## src/rtl/vtab_pkg.sv

```systemverilog
package vtab_pkg;
  localparam int CORE_ENTRIES = 16;
  localparam int MIN_TBL_LOG2 = 5;
  localparam int REG_AW       = 4;
  localparam logic [REG_AW-1:0] BASE_OFS = 4'h0;
  localparam logic [REG_AW-1:0] TYPE_OFS = 4'h4;
  localparam int BASE_TOP_BIT = 29;

  // log2 of table words: entries rounded up to a power of two, floor 32
  function automatic int tbl_log2(input int ext_lines);
    int b;
    b = $clog2(CORE_ENTRIES + ext_lines);
    if (b < MIN_TBL_LOG2) b = MIN_TBL_LOG2;
    return b;
  endfunction

  // groups-of-32 code reported in the type register
  function automatic int line_groups(input int ext_lines);
    return (ext_lines == 0) ? 0 : (ext_lines - 1) / 32;
  endfunction
endpackage

```

## src/rtl/vtab_base_reg.sv

```systemverilog
module vtab_base_reg #(
  parameter int ALIGN_BITS = 8
) (
  input  logic        clk,
  input  logic        rst,
  input  logic        wr_en,
  input  logic [31:0] wdata,
  output logic [31:0] base_q
);
  import vtab_pkg::*;

  logic [BASE_TOP_BIT:ALIGN_BITS] impl_q;
  logic unused_wbits;

  assign unused_wbits = ^{wdata[31:BASE_TOP_BIT+1], wdata[ALIGN_BITS-1:0]};

  always_ff @(posedge clk) begin
    if (rst) impl_q <= '0;
    else if (wr_en) impl_q <= wdata[BASE_TOP_BIT:ALIGN_BITS];
  end

  // bits outside the implemented window are hardwired zero
  for (genvar b = 0; b < 32; b++) begin : g_bit
    if (b >= ALIGN_BITS && b <= BASE_TOP_BIT) begin : g_kept
      assign base_q[b] = impl_q[b];
    end else begin : g_zero
      assign base_q[b] = 1'b0;
    end
  end
endmodule

```

## src/rtl/vtab_reg_port.sv

```systemverilog
module vtab_reg_port #(
  parameter int TYPE_CODE = 1
) (
  input  logic                      reg_wr,
  input  logic [vtab_pkg::REG_AW-1:0] reg_addr,
  input  logic [31:0]               base_q,
  output logic                      base_wr_en,
  output logic [31:0]               reg_rdata
);
  import vtab_pkg::*;

  localparam logic [3:0] TYPE_FIELD = 4'(TYPE_CODE);

  logic sel_base, sel_type;

  always_comb begin
    sel_base   = (reg_addr == BASE_OFS);
    sel_type   = (reg_addr == TYPE_OFS);
    base_wr_en = reg_wr && sel_base;
    if (sel_base)      reg_rdata = base_q;
    else if (sel_type) reg_rdata = {28'd0, TYPE_FIELD};
    else               reg_rdata = 32'd0;
  end
endmodule

```

## src/rtl/vtab_fetch_gen.sv

```systemverilog
module vtab_fetch_gen #(
  parameter int EXC_W      = 9,
  parameter int NUM_BITS   = 6,
  parameter int ENTRIES    = 59
) (
  input  logic             clk,
  input  logic             rst,
  input  logic             req,
  input  logic [EXC_W-1:0] exc_num,
  input  logic [31:0]      base_q,
  output logic             valid_q,
  output logic             oor_q,
  output logic [31:0]      addr_q
);
  localparam int ALIGN_BITS = NUM_BITS + 2;

  logic in_range;
  logic unused_base;

  assign in_range    = (32'(exc_num) < ENTRIES);
  assign unused_base = ^base_q[ALIGN_BITS-1:0];

  always_ff @(posedge clk) begin
    if (rst) begin
      valid_q <= 1'b0;
      oor_q   <= 1'b0;
      addr_q  <= 32'd0;
    end else begin
      valid_q <= req && in_range;
      oor_q   <= req && !in_range;
      if (req && in_range)
        addr_q <= {base_q[31:ALIGN_BITS], exc_num[NUM_BITS-1:0], 2'b00};
    end
  end
endmodule

```

## src/rtl/vtab_vector_addr.sv

```systemverilog
module vtab_vector_addr #(
  parameter int NUM_EXT_IRQ = 43,
  parameter int EXC_W       = 9
) (
  input  logic             clk,
  input  logic             rst,
  input  logic             reg_wr,
  input  logic [3:0]       reg_addr,
  input  logic [31:0]      reg_wdata,
  output logic [31:0]      reg_rdata,
  input  logic             exc_req,
  input  logic [EXC_W-1:0] exc_num,
  output logic             fetch_valid,
  output logic [31:0]      fetch_addr,
  output logic             exc_out_of_range
);
  import vtab_pkg::*;

  localparam int NUM_BITS   = tbl_log2(NUM_EXT_IRQ);
  localparam int ALIGN_BITS = NUM_BITS + 2;
  localparam int ENTRIES    = CORE_ENTRIES + NUM_EXT_IRQ;
  localparam int TYPE_CODE  = line_groups(NUM_EXT_IRQ);

  logic [31:0] base_q;
  logic        base_wr_en;

  vtab_reg_port #(.TYPE_CODE(TYPE_CODE)) u_port (
    .reg_wr(reg_wr), .reg_addr(reg_addr), .base_q(base_q),
    .base_wr_en(base_wr_en), .reg_rdata(reg_rdata)
  );

  vtab_base_reg #(.ALIGN_BITS(ALIGN_BITS)) u_base (
    .clk(clk), .rst(rst), .wr_en(base_wr_en), .wdata(reg_wdata), .base_q(base_q)
  );

  vtab_fetch_gen #(.EXC_W(EXC_W), .NUM_BITS(NUM_BITS), .ENTRIES(ENTRIES)) u_fetch (
    .clk(clk), .rst(rst), .req(exc_req), .exc_num(exc_num), .base_q(base_q),
    .valid_q(fetch_valid), .oor_q(exc_out_of_range), .addr_q(fetch_addr)
  );
endmodule

```

## config.mk

```make
export PLATFORM = sky130hd
export DESIGN_NAME = vtab_vector_addr
export DESIGN_NICKNAME = d
export VERILOG_FILES = /design/src/rtl/vtab_pkg.sv /design/src/rtl/vtab_base_reg.sv /design/src/rtl/vtab_reg_port.sv /design/src/rtl/vtab_fetch_gen.sv /design/src/rtl/vtab_vector_addr.sv
export SDC_FILE = /design/constraint.sdc
export NUM_CORES = 1
export LEC_CHECK = 0
export ABC_AREA = 1
export CAP_MARGIN = 20
export CORE_ASPECT_RATIO = 2
export CORE_MARGIN = 2
export CORE_UTILIZATION = 45
export CTS_CLUSTER_DIAMETER = 80
export DETAILED_ROUTE_END_ITERATION = 7
export GPL_TIMING_DRIVEN = 0
export PLACE_DENSITY = 0.81
export SYNTH_ARGS = -nofsm -noshare
export SYNTH_HDL_FRONTEND = slang
export SYNTH_HIERARCHICAL = 1
export SYNTH_SLANG_ARGS = --single-unit
```

## constraint.sdc

```tcl
create_clock -name clk -period 1.93 [get_ports clk]
set_input_delay 0.2895 -clock clk [delete_from_list [all_inputs] [get_ports clk]]
set_output_delay 0.2895 -clock clk [all_outputs]
set_load 0.02 [all_outputs]
```

== After elaboration in Yosys (flattened, before gate mapping) ==
Index checks and enable logic that the tools add are counted.

* Bits of input ports: 49
* Output and inout bits: 66
* Logic and storage cells: 13
* Register bits: 52

* Reductions and logical operators: 5
* Equal/unequal tests: 1
* Order comparisons: 1
* Multiplexer cells: 2

{| class="wikitable"
|+ Operators with widths
! kind !! count
|-
| 32-bit two-way mux || 1
|-
| 9-bit by 6-bit < comparator with 1-bit output, second input constant || 1
|-
| 4-bit by 3-bit == test with 1-bit output, second input constant || 1
|-
| 4-bit logical NOT || 1
|-
| 1-bit logical AND || 3
|-
| 1-bit logical NOT || 1
|-
| 1-bit two-way mux || 1
|}

== Longest topological paths before layout ==
* Depth after elaboration: 3
* Gate-level depth with buffers: 8
* Mapped depth without buffers: 7

== By module ==
The synthesis kept the hierarchy.

{| class="wikitable"
|+ By module, submodules not included
! module !! instances !! area each (µm²) !! cells each !! sequential area each (µm²)
|-
| vtab_fetch_gen || 1 || 1676.6 || 272 || 640.6
|-
| vtab_base_reg || 1 || 1002.2 || 151 || 440.4
|-
| vtab_reg_port || 1 || 395.4 || 74 || 0.0
|}

== Least setup slack after synthesis ==
OpenSTA, ideal clock, no wires.

* Path kind: input to output
* Start point: input port reg_addr[3]
* End point: output port reg_rdata[10]
* Required time: 1.640 ns
* Buffers on the path: 1
* Arrival: 0.859 ns
* Slack: 0.781 ns
* Stages on the path: 4
* Path through: nor2_1 nand2_2 buf_6 nor2_2

* Word-level cells in the longest chain between the ends: 2

{| class="wikitable"
|+ Ends and longest elaborated chain
! what !! RTL line !! source
|-
| from (decl) || vtab_vector_addr.sv:8 || <nowiki>input logic [3:0] reg_addr,</nowiki>
|-
| 4-bit logical NOT || vtab_reg_port.sv:17 || <nowiki>sel_base = (reg_addr == BASE_OFS);</nowiki>
|-
| 32-bit two-way mux || vtab_reg_port.sv:20 || <nowiki>if (sel_base) reg_rdata = base_q;</nowiki>
|-
| to (decl) || vtab_vector_addr.sv:10 || <nowiki>output logic [31:0] reg_rdata,</nowiki>
|}

Every way passes these cells.

== Worst setup path in the final report ==
* Start point: input port reg_addr[3]
* End point: output port reg_rdata[27]

Same word-level chain as after synthesis.

==> run_results.csv <==
group,metric,value,unit
status,outcome,"finished, final reports clean",
die,core,6620,um^2
sta,tns,0,ps
drt,viasPerCell,4.21,
grt,grt_max_degree,17,
sta,fin_skew,4.00,ps
placed_design,dpl-instance-area,4150,um^2
die,initial_utilization,0.464,
synth,synth_top_area_cell,"dfxtp_1",
setup_path,worstPathMaxFanout,10,
sta,clock.fmax,550,MHz
clock_network,cts_buffer_depth,2,
setup_path,path_class,"input port to output pin",
synth,synthTopCellsByArea,"dfxtp_1, inv_1, nand2_1, nor2_1, nand4_1",
clock_network,htreeDepth,2,
clock_network,post_cts_buffers,0,
drt,first_iter_violations,76,
sta,slew_violations,0,
grt,grtUsageMet1,0.181,
synth,synth.top_cell.area_share,0.352,
die,rows,42,
synth,yosys_warnings,6,
setup_path,crit_required,1640,ps
placed_design,port_buffers,93,
die,io_pins,115,
clock_network,worst_skew_pair.late_latency,290,ps
synth,syn_inst,497,
sta,setup_viol,0,
grt,grt.busiest_layer,"met2",
synth,synth-seq-cells,54,
drt,wl_per_cell,9.84,um
drt,vias,2927,
drt,dr.pass1.iters,4,
final_layout,nNetsFinal,656,
sta,whs,449,ps
placed_design,hpwlAfterDp,5610,um
grt,grt_pass1_wl,11800,um
hold_path,worstHoldPathType,"flip-flop to flip-flop",
setup_path,worstSetupEndpointType,"output pin",
clock_network,cts_root_buf,"clkbuf_16",
pwr,powerDensity,588,nW/um^2
placed_design,gp_congestion,0.794,
grt,gr-usage-met3,0.0390,
clock_network,cts_tree,"built",
sta,finalCritPeriodShare,0.942,
setup_path,critPathLaunchType,"input port",
synth,yosysSeqAreaShare,0.352,
clock_network,cts_buffers,5,
pwr,power,2470,uW
sta,rsz0062_at_grt,"false",
die,die_area,7550,um^2
sta,period_needed,1820,ps
drt,drt-total-wl,6850,um
synth,avgSynthCellArea,6.19,um^2
pwr,power_leakage,0.00196,uW
run,maxCapViolations,0,
clock_network,cts_resized,22,
pwr,ir_drop,0.479,mV
grt,antenna_found_initial,0,
clock_network,cts.sinks,54,
final_layout,stdcell_area,4200,um^2
synth,yosysUniqueCellTypes,17,
synth,syn_area,3070,um^2
clock_network,clk_pin_slew,70,ps
grt,grt_usage,0.193,
grt,grt_pass1_vias,2799,
grt,grt.overflow.total,0,
grt,globalRouteMet2Util,0.388,
setup_path,arrival,1530,ps
clock_network,hold_buffers,0,
sta,hold_violations,0,
drt,drc,0,
final_layout,diodes,0,
final_layout,drive_gt1_frac,0.155,
drt,ant_nets,0,
die,die_w,62.4,um
die,fp.dieH,121,um
final_layout,area_growth,36.7,%
## per-layer routing
metal / part of all wire / routed length [um]
met2: 0.56 / 3810
met5: 0 / 0
met4: 0.029 / 202
met3: 0.048 / 332
met1: 0.37 / 2510
## per-stage QoR
step           setup slack, ps  utilization  instances
2_1_floorplan              781            -        507
3_3_place_gp              -218        0.627        688
3_5_place_dp              -234        0.627        688
4_1_cts                   28.0        0.646        696
5_1_grt                   8.00        0.635        696
6_report                   112        0.635        696
## sequential cells by signal (all words and copies together), names as in the netlist
register and cells:
u_fetch/addr_q 30, u_fetch/oor_q 1, u_fetch/valid_q 1, u_base/impl_q 22
## worst max-delay path: stages
cell,delay (ps)
clkdlybuf4s50_1,420
nor2_1,140
nand2_2,120
buf_6,180
nor2_4,70
clkdlybuf4s15_1,310
## worst paths after layout
path	start	endpoint	slack (ps)	cells past startpoint
worst min-delay path	u_fetch/addr_q[7]	u_fetch/addr_q[7]	450	2
worst min register to register	u_fetch/addr_q[7]	u_fetch/addr_q[7]	450	2
worst max register to register	u_base/impl_q[21]	u_fetch/addr_q[21]	1200	4
worst max-delay path	reg_addr[3]	reg_rdata[27]	110	6
## placed cells by master (no fill, tap or decap)
master           Yosys  layout
clkbuf_16            0       5
nand2_2              1       1
buf_4               12      12
buf_1                1       1
clkinvlp_4           0       1
buf_2                8       8
dlymetal6s2s_1       0       1
nor2_1              80      80
nor2_2              28      28
buf_6               11      11
inv_1              148     148
clkbuf_8             0       1
nand2_1            110     110
clkdlybuf4s15_1      0       1
clkbuf_1             5       5
conb_1               2      12
dfxtp_1             54      54
clkdlybuf4s50_1      0      70
nand3_1              1       1
nor2_4               4       4
nand3_4              1       1
a21oi_1              2       2
clkbuf_2             0      21
nand4_1             29      29
clkinv_2             0       1
## cells in the mapped netlist
library cell and instances:
conb_1 2, nor2_1 80, buf_1 1, dfxtp_1 54, nand2_1 110, nand3_1 1
a21oi_1 2, nand3_4 1, nand4_1 29, buf_2 8, nor2_4 4, clkbuf_1 5
buf_6 11, buf_4 12, nand2_2 1, inv_1 148, nor2_2 28
## where the power goes
group          leakage [uW]  total [uW]  switching, uW  internal [uW]
clock             0.0000729         901            388            514
combinational       0.00145         403            206            197
sequential         0.000438        1170           19.5           1150
total               0.00196        2470            613           1860
## area by class of cell
cell class	instances	area (um^2)
inverters	148	556
multi-input cells	268	1200
well taps	88	110
repair buffers	93	828
clock buffers	6	139
clock inverters	2	12.5
fillers	649	2420
flip-flops and latches	54	1080
plain buffers	37	277
## kinds of logic after synthesis
logic type             synth area share
flip-flops                        0.352
AO/OA/AOI/OAI                   0.00326
buffers and inverters             0.271
other                           0.00244
AND/OR/NAND/NOR                   0.372
Power figures use the tool's default switching activity.
